==> config.mk <==
export PLATFORM = sky130hd
export DESIGN_NAME = sgl_vseq
export DESIGN_NICKNAME = d
export VERILOG_FILES = /design/src/rtl/sgl_pkg.sv /design/src/rtl/sgl_shadow.sv /design/src/rtl/sgl_chan.sv /design/src/rtl/sgl_vseq.sv
export SDC_FILE = /design/constraint.sdc
export NUM_CORES = 1
export LEC_CHECK = 0
export ABC_AREA = 1
export CORE_AREA = 2 2 119 132
export DETAILED_ROUTE_END_ITERATION = 7
export DIE_AREA = 0 0 121 134
export SLEW_MARGIN = 25
export SYNTH_ARGS = -nofsm -noshare
export SYNTH_HDL_FRONTEND = slang
export SYNTH_HIERARCHICAL = 1
export SYNTH_SLANG_ARGS = --single-unit
==> constraint.sdc <==
create_clock -name clk -period 3.45 [get_ports clk]
set_input_delay 0.69 -clock clk [delete_from_list [all_inputs] [get_ports clk]]
set_output_delay 0.69 -clock clk [all_outputs]
set_load 0.05 [all_outputs]
==> src/rtl/sgl_pkg.sv <==
package sgl_pkg;
  parameter int NUM_V   = 4;
  parameter int PIX_W   = 12;
  parameter int NUM_SEQ = 12;
  parameter int PTR_W   = 4;
endpackage

==> src/rtl/sgl_shadow.sv <==
module sgl_shadow #(
  parameter int NUM_V = sgl_pkg::NUM_V,
  parameter int PIX_W = sgl_pkg::PIX_W,
  parameter int PTR_W = sgl_pkg::PTR_W
) (
  input  logic                   clk,
  input  logic                   rst_n,
  input  logic                   hd,
  input  logic                   sg_line,
  input  logic                   mode_en,
  input  logic [NUM_V*PIX_W-1:0] start_in,
  input  logic [NUM_V*PTR_W-1:0] ptr_in,
  input  logic [NUM_V-1:0]       inv_in,
  output logic                   armed,
  output logic [NUM_V*PIX_W-1:0] sh_start,
  output logic [NUM_V*PTR_W-1:0] sh_ptr,
  output logic [NUM_V-1:0]       sh_inv
);
  logic                   armed_d;
  logic [NUM_V*PIX_W-1:0] start_d;
  logic [NUM_V*PTR_W-1:0] ptr_d;
  logic [NUM_V-1:0]       inv_d;
  logic                   cap_en;

  assign cap_en = hd;

  always_comb begin
    armed_d = armed;
    start_d = sh_start;
    ptr_d   = sh_ptr;
    inv_d   = sh_inv;
    if (cap_en) begin
      armed_d = sg_line & mode_en;
      start_d = start_in;
      ptr_d   = ptr_in;
      inv_d   = inv_in;
    end
  end

  always_ff @(posedge clk or negedge rst_n) begin
    if (!rst_n) begin
      armed    <= 1'b0;
      sh_start <= '0;
      sh_ptr   <= '0;
      sh_inv   <= '0;
    end else begin
      armed    <= armed_d;
      sh_start <= start_d;
      sh_ptr   <= ptr_d;
      sh_inv   <= inv_d;
    end
  end

  // captured settings move only on a strobe
  p_cfg_held_r7: assert property (@(posedge clk) disable iff (!rst_n)
    !hd |=> ($stable(sh_start) && $stable(sh_ptr) && $stable(sh_inv) && $stable(armed)));
endmodule

==> src/rtl/sgl_chan.sv <==
module sgl_chan #(
  parameter int PIX_W   = sgl_pkg::PIX_W,
  parameter int PTR_W   = sgl_pkg::PTR_W,
  parameter int NUM_SEQ = sgl_pkg::NUM_SEQ
) (
  input  logic               clk,
  input  logic               rst_n,
  input  logic               hd,
  input  logic               armed,
  input  logic [PIX_W-1:0]   start,
  input  logic [PTR_W-1:0]   ptr,
  input  logic               inv,
  input  logic [PIX_W-1:0]   pix,
  input  logic [NUM_SEQ-1:0] pool,
  input  logic               norm,
  output logic               v
);
  localparam logic [PTR_W:0] SEQ_LIM = NUM_SEQ[PTR_W:0];

  logic act, act_d, v_d;
  logic legal, pool_bit, seq_lvl, hit;

  always_comb begin
    pool_bit = 1'b0;
    for (int j = 0; j < NUM_SEQ; j++) begin
      if (ptr == j[PTR_W-1:0]) pool_bit = pool[j];
    end
    legal   = ({1'b0, ptr} < SEQ_LIM);
    seq_lvl = legal ? (pool_bit ^ inv) : 1'b0;
    hit     = !hd && armed && (act || (pix == start));
    act_d   = hd ? 1'b0 : (act | hit);
    v_d     = hit ? seq_lvl : norm;
  end

  always_ff @(posedge clk or negedge rst_n) begin
    if (!rst_n) begin
      act <= 1'b0;
      v   <= 1'b0;
    end else begin
      act <= act_d;
      v   <= v_d;
    end
  end

  // strobe hands the output back to the normal sequence
  p_hd_normal_r9: assert property (@(posedge clk) disable iff (!rst_n)
    hd |=> (v == $past(norm)));
  // an unarmed line passes the normal sequence
  p_unarmed_r2: assert property (@(posedge clk) disable iff (!rst_n)
    (!armed && !hd) |=> (v == $past(norm)));
  // illegal pointer drives zero once started
  p_illegal_low_r6: assert property (@(posedge clk) disable iff (!rst_n)
    (armed && act && !hd && !({1'b0, ptr} < SEQ_LIM)) |=> !v);
  // a started second sequence stays started until the strobe
  p_latched_r4: assert property (@(posedge clk) disable iff (!rst_n)
    (act && !hd) |=> act);
endmodule

==> src/rtl/sgl_vseq.sv <==
module sgl_vseq #(
  parameter int NUM_V   = sgl_pkg::NUM_V,
  parameter int PIX_W   = sgl_pkg::PIX_W,
  parameter int NUM_SEQ = sgl_pkg::NUM_SEQ,
  parameter int PTR_W   = sgl_pkg::PTR_W
) (
  input  logic                   clk,
  input  logic                   rst_n,
  input  logic                   hd,
  input  logic [PIX_W-1:0]       pix_cnt,
  input  logic                   sg_line,
  input  logic [NUM_V-1:0]       norm_v,
  input  logic [NUM_SEQ-1:0]     seq_pool,
  input  logic                   mode_en,
  input  logic [NUM_V*PIX_W-1:0] start_pos,
  input  logic [NUM_V*PTR_W-1:0] seq_ptr,
  input  logic [NUM_V-1:0]       seq_inv,
  output logic [NUM_V-1:0]       v_out
);
  logic [1:0]             rst_sync;
  logic                   rst_i_n;
  logic                   armed;
  logic [NUM_V*PIX_W-1:0] sh_start;
  logic [NUM_V*PTR_W-1:0] sh_ptr;
  logic [NUM_V-1:0]       sh_inv;

  always_ff @(posedge clk or negedge rst_n) begin
    if (!rst_n) rst_sync <= 2'b00;
    else        rst_sync <= {rst_sync[0], 1'b1};
  end
  assign rst_i_n = rst_sync[1];

  sgl_shadow #(.NUM_V(NUM_V), .PIX_W(PIX_W), .PTR_W(PTR_W)) u_shadow (
    .clk(clk), .rst_n(rst_i_n), .hd(hd), .sg_line(sg_line), .mode_en(mode_en),
    .start_in(start_pos), .ptr_in(seq_ptr), .inv_in(seq_inv),
    .armed(armed), .sh_start(sh_start), .sh_ptr(sh_ptr), .sh_inv(sh_inv)
  );

  for (genvar i = 0; i < NUM_V; i++) begin : g_chan
    sgl_chan #(.PIX_W(PIX_W), .PTR_W(PTR_W), .NUM_SEQ(NUM_SEQ)) u_chan (
      .clk(clk), .rst_n(rst_i_n), .hd(hd), .armed(armed),
      .start(sh_start[i*PIX_W +: PIX_W]), .ptr(sh_ptr[i*PTR_W +: PTR_W]),
      .inv(sh_inv[i]), .pix(pix_cnt), .pool(seq_pool), .norm(norm_v[i]),
      .v(v_out[i])
    );
  end

  // outputs idle while internal reset is held
  p_reset_idle_r1: assert property (@(posedge clk)
    !rst_i_n |=> (v_out == '0 || !rst_i_n || $past(rst_i_n)));
endmodule

* Word level (Yosys, flattened, before mapping)
Index checks and enable logic that the tools add are counted.
Storage, ports and cells: flip-flop bits (word level) 79
Operators by class: order comparisons 4, equal/unequal tests 48, multiplexer cells 60, bitwise operators 9, reduce and logical (&&, ||, !) cells 14
Operators by type and width (count):
- equality test 4 x 3 -> 1 bit, second input constant | 16
- equality test 4 bit, second input constant | 16
- 2-to-1 mux 1 bit | 60
- equality test 12 bit | 4
- equality test 4 x 2 -> 1 bit, second input constant | 8
- equality test 4 x 1 -> 1 bit, second input constant | 4
- logical NOT 4 bit | 4
- < comparator 4 bit, second input constant | 4
- logical AND 1 bit | 5
- logical OR 1 bit | 4
- bitwise OR 1 bit | 4
- bitwise XOR 1 bit | 4
- bitwise AND 1 bit | 1
- logical NOT 1 bit | 1

* Longest topological paths before layout
word-level depth 16, mapped depth 12, mapped depth without buffers 12

* Cells and area by module
Netlist, hierarchy kept.
By module, submodules not included:
- sgl_shadow | times used 1, cells an instance 292, area an instance 2610.0 um^2, seq. area each 1726.7 um^2
- sgl_chan | times used 4, cells an instance 80, area an instance 432.9 um^2, seq. area each 50.0 um^2
- sgl_vseq | times used 1, cells an instance 3, area an instance 53.8 um^2, seq. area each 50.0 um^2

* Worst setup path after synthesis
Ideal clock, no wire load.
path kind input -> register, start in seq_pool[5], end reg g_chan[0].u_chan.v, setup time 0.116 ns, arrival time 1.293 ns, data required time 3.334 ns, path slack 2.041 ns, stages 9, path through or2_0 -> nand2_1 -> nand2_1 -> nand3_2 -> nand2_2 -> nand3_1 -> nand2_1 -> nand2_1 -> nand2_1
On the way: word-level cells in the longest chain between the ends 10
RTL lines:
- start, declared | line sgl_vseq.sv:13 | input logic [NUM_SEQ-1:0] seq_pool,
- 2-to-1 mux 1 bit (7 in series) | line sgl_chan.sv:26 | if (ptr == j[PTR_W-1:0]) pool_bit = pool[j];
- bitwise XOR 1 bit | line sgl_chan.sv:29 | seq_lvl = legal ? (pool_bit ^ inv) : 1'b0;
- 2-to-1 mux 1 bit | line sgl_chan.sv:29
- 2-to-1 mux 1 bit | line sgl_chan.sv:32 | v_d = hit ? seq_lvl : norm;
- net g_chan[0].u_chan.v_d | line sgl_chan.sv:20 | logic act, act_d, v_d;
- end signal, assigned | line sgl_chan.sv:41 | v <= v_d;
- end, declared | line sgl_chan.sv:16 | output logic v
The timed path passes the listed nets, and every way through them passes these cells. A chain may end at the register's enable or synchronous reset.

* Worst setup path in the final report
start reg g_chan[0].u_chan.v, end out v_out[0]
RTL lines:
- end, declared | line sgl_vseq.sv:18 | output logic [NUM_V-1:0] v_out
No word-level cell between the ends.

==> flow_metrics.tcl <==
set metrics [dict create \
    async_flop_share_pct 100 \
    cts_setup_buffers 0 \
    synth_top_cell_by_area "dfrtp_1" \
    ys_ff_latch 79 \
    dr.pass1.iters 4 \
    initial_core_util_pct 29.5 \
    clk_latency_ns 0.34 \
    fin_tns_setup_ns 0 \
    grt_overflow 0 \
    grt_pass1_wl_um 19600 \
    drt_iter0_markers 199 \
    synthTopCellsByArea "dfrtp_1, nand2_1, xnor2_1" \
    pin_count 105 \
    fin_crit_sh_pct 63.9 \
    worstPathArrival_ns 1.51 \
    syn_nets 716 \
    power.leakage_nw 2.96 \
    ys_seq_area_share_pct 45.0 \
    h-tree-depth 3 \
    cts_resized 0 \
    max_cap_violations 0 \
    grt_max_degree 78 \
    path_cells "clkdlybuf4s50_1" \
    drt-total-wl_um 12000 \
    grt_antenna_before_repair 0 \
    dp_hpwl_um 8870 \
    worst-r2r-cell-count 12 \
    regToRegEndpoint "g_chan[3].u_chan/v$_DFF_PN0_" \
    hold_viol 0 \
    skew_ns 0.0112 \
    ys_types 21 \
    crit_path_max_incr_delay_ns 0.80 \
    avgSynthCellArea_sq_um 7.15 \
    synth_edf_count 0 \
    postCtsHoldBufs 0 \
    clk_path_buf_depth 2 \
    cp_num_cells 1 \
    viasPerCell 4.19 \
    area_growth_pct 35.4 \
    setup_violations 0 \
    syn_inst 615 \
    antennaDiodeCount 0 \
    grt_pass1_vias 3883 \
    fp.dieW_um 121 \
    fillers 1596 \
    worst_slew_pin_slew_ns 0.699 \
    crit_fanout 1 \
    layout_setup_ws_ns 1.25 \
    remaining_drc_errors 0 \
    ant_nets 0 \
    cp-end-kind "output pin" \
    max_freq_mhz 454 \
    critPathLaunchType "register" \
    synth-main-ff-cell "dfrtp_1" \
    ff2ff_setup_slack_ns 2.05 \
    cts_tree "done" \
    clk_pin_slew_ns 0.07 \
    powerDensity_nw_per_um2 454 \
    crit_required_ns 2.76 \
    ir_drop_mv 0.290 \
    slowest_stage "clkdlybuf4s50_1" \
    final_core_util_pct 40.0 \
    ys_warn_count 6 \
    rsz0062_at_grt "false" \
    finalCriticalPeriod_ns 2.20 \
    max_slew_margin_pct 53.4 \
    wl_per_cell_um 13.1 \
    pre_cts_ws_ns 1.19 \
    die_h_um 134 \
    syn-cell-area_sq_um 4400 \
    num_rows 47 \
    coreArea_sq_um 14900 \
    crit_type "register to output pin" \
    final_max_slew_viol_count 0 \
    cts-buffers-inserted 9 \
    vias 3833 \
    root_buffer "clkbuf_16" \
    dieArea_sq_um 16200 \
    gp_congestion 0.844 \
    hp-class "register to asynchronous set/reset pin" \
    port_buffers 104 \
    critPathBufInv 1 \
    status "complete, no violations" \
    crit_family "buffers and inverters" \
    drive_gt1_share_pct 5.29 \
    yosysTopAreaCellShare_pct 45.0 \
    nets 815 \
    track_usage_pct 15.7 \
    r2r-start "u_shadow/sh_ptr[12]$_DFFE_PN0P_" \
    cts_sinks 79 \
]
-- sequential cells by signal, indices dropped and copies added (netlist names) --
| name | flops |
|---|---|
| g_chan.u_chan/act | 4 |
| g_chan.u_chan/v | 4 |
| rst_sync | 2 |
| u_shadow/armed | 1 |
| u_shadow/sh_inv | 4 |
| u_shadow/sh_ptr | 16 |
| u_shadow/sh_start | 48 |
-- synthesized netlist by cell type, types with 8 or more instances --
library cell	n
nor2_1	52
o21ai_0	8
inv_1	44
dfrtp_1	79
xnor2_1	48
buf_2	10
nand2_1	310
nand3_1	21
-- placed cells by master, fill, tap and decap left out, drive strengths merged --
master	synthesis	routed
clkbuf	4	9
nor3	4	4
bufinv	0	3
buf	15	4
dfrtp	79	79
clkdlybuf4s50	0	103
nand2	314	314
a21oi	4	4
xnor2	48	48
clkinv	0	1
inv	49	52
or2	4	4
o21ai	8	8
nand3	25	25
nor2	56	56
nand3b	4	4
conb	1	1
-- metal layers --
layer	vias up	share of wire, %	GRT usage, %
met2	90	48	25.8
met4	0	1.4	4.97
met5	-	0	0
met3	14	7.1	5.10
li1	2036	-	-
met1	1693	44	19.4
-- logic make-up (layout without fill, tap and decap cells) --
kind of cell    after synthesis  in the layout  share of synthesized area, %
simple gates                407            407                          37.1
flops                        79             79                          45.0
buf+inv                      68            172                          6.95
xor+xnor                     48             48                          9.56
compound gates               12             12                          1.37
other cells                   1              1                        0.0853
-- where the power goes --
part	internal, mW	switching [mW]	total [mW]
logic	0.244	0.223	0.467
clock network	0.719	0.420	1.14
registers	1.00	0.0915	1.09
total	1.96	0.734	2.70
-- stage by stage --
step           hold slack, ns  area [sq um]  power (mW)  std cells
2_1_floorplan           0.331          4400        1.37        615
3_5_place_dp            0.343          5580        1.58        898
6_report                0.353          5950        2.70        915
5_1_grt                 0.368          5950        2.85        915
3_3_place_gp            0.336          5580        1.58        898
4_1_cts                 0.357          5930        2.74        914
-- how the worst max path moves through the flow --
stage	startpoint	end	slack, ns
after floorplan	rst_sync[1]$_DFF_PN0_	g_chan[0].u_chan/act$_DFF_PN0_	1.09
after global placement	pix_cnt[10]	g_chan[3].u_chan/v$_DFF_PN0_	1.22
after detailed placement	pix_cnt[2]	g_chan[1].u_chan/v$_DFF_PN0_	1.19
after CTS	g_chan[0].u_chan/v$_DFF_PN0_	v_out[0]	1.23
after global routing	g_chan[0].u_chan/v$_DFF_PN0_	v_out[0]	1.19
final	g_chan[0].u_chan/v$_DFF_PN0_	v_out[0]	1.25
-- layout make-up --
cell class | count | area (sq um) | share of cell area, %
timing repair buffer | 107 | 1070 | 18.0
inverter | 49 | 186 | 3.13
clock inverter | 7 | 128 | 2.15
clock buffer | 9 | 225 | 3.79
tap | 196 | 245 | 4.12
multi-input combinational | 468 | 2110 | 35.5
sequential | 79 | 1980 | 33.3
Power figures use the tool's default switching activity.
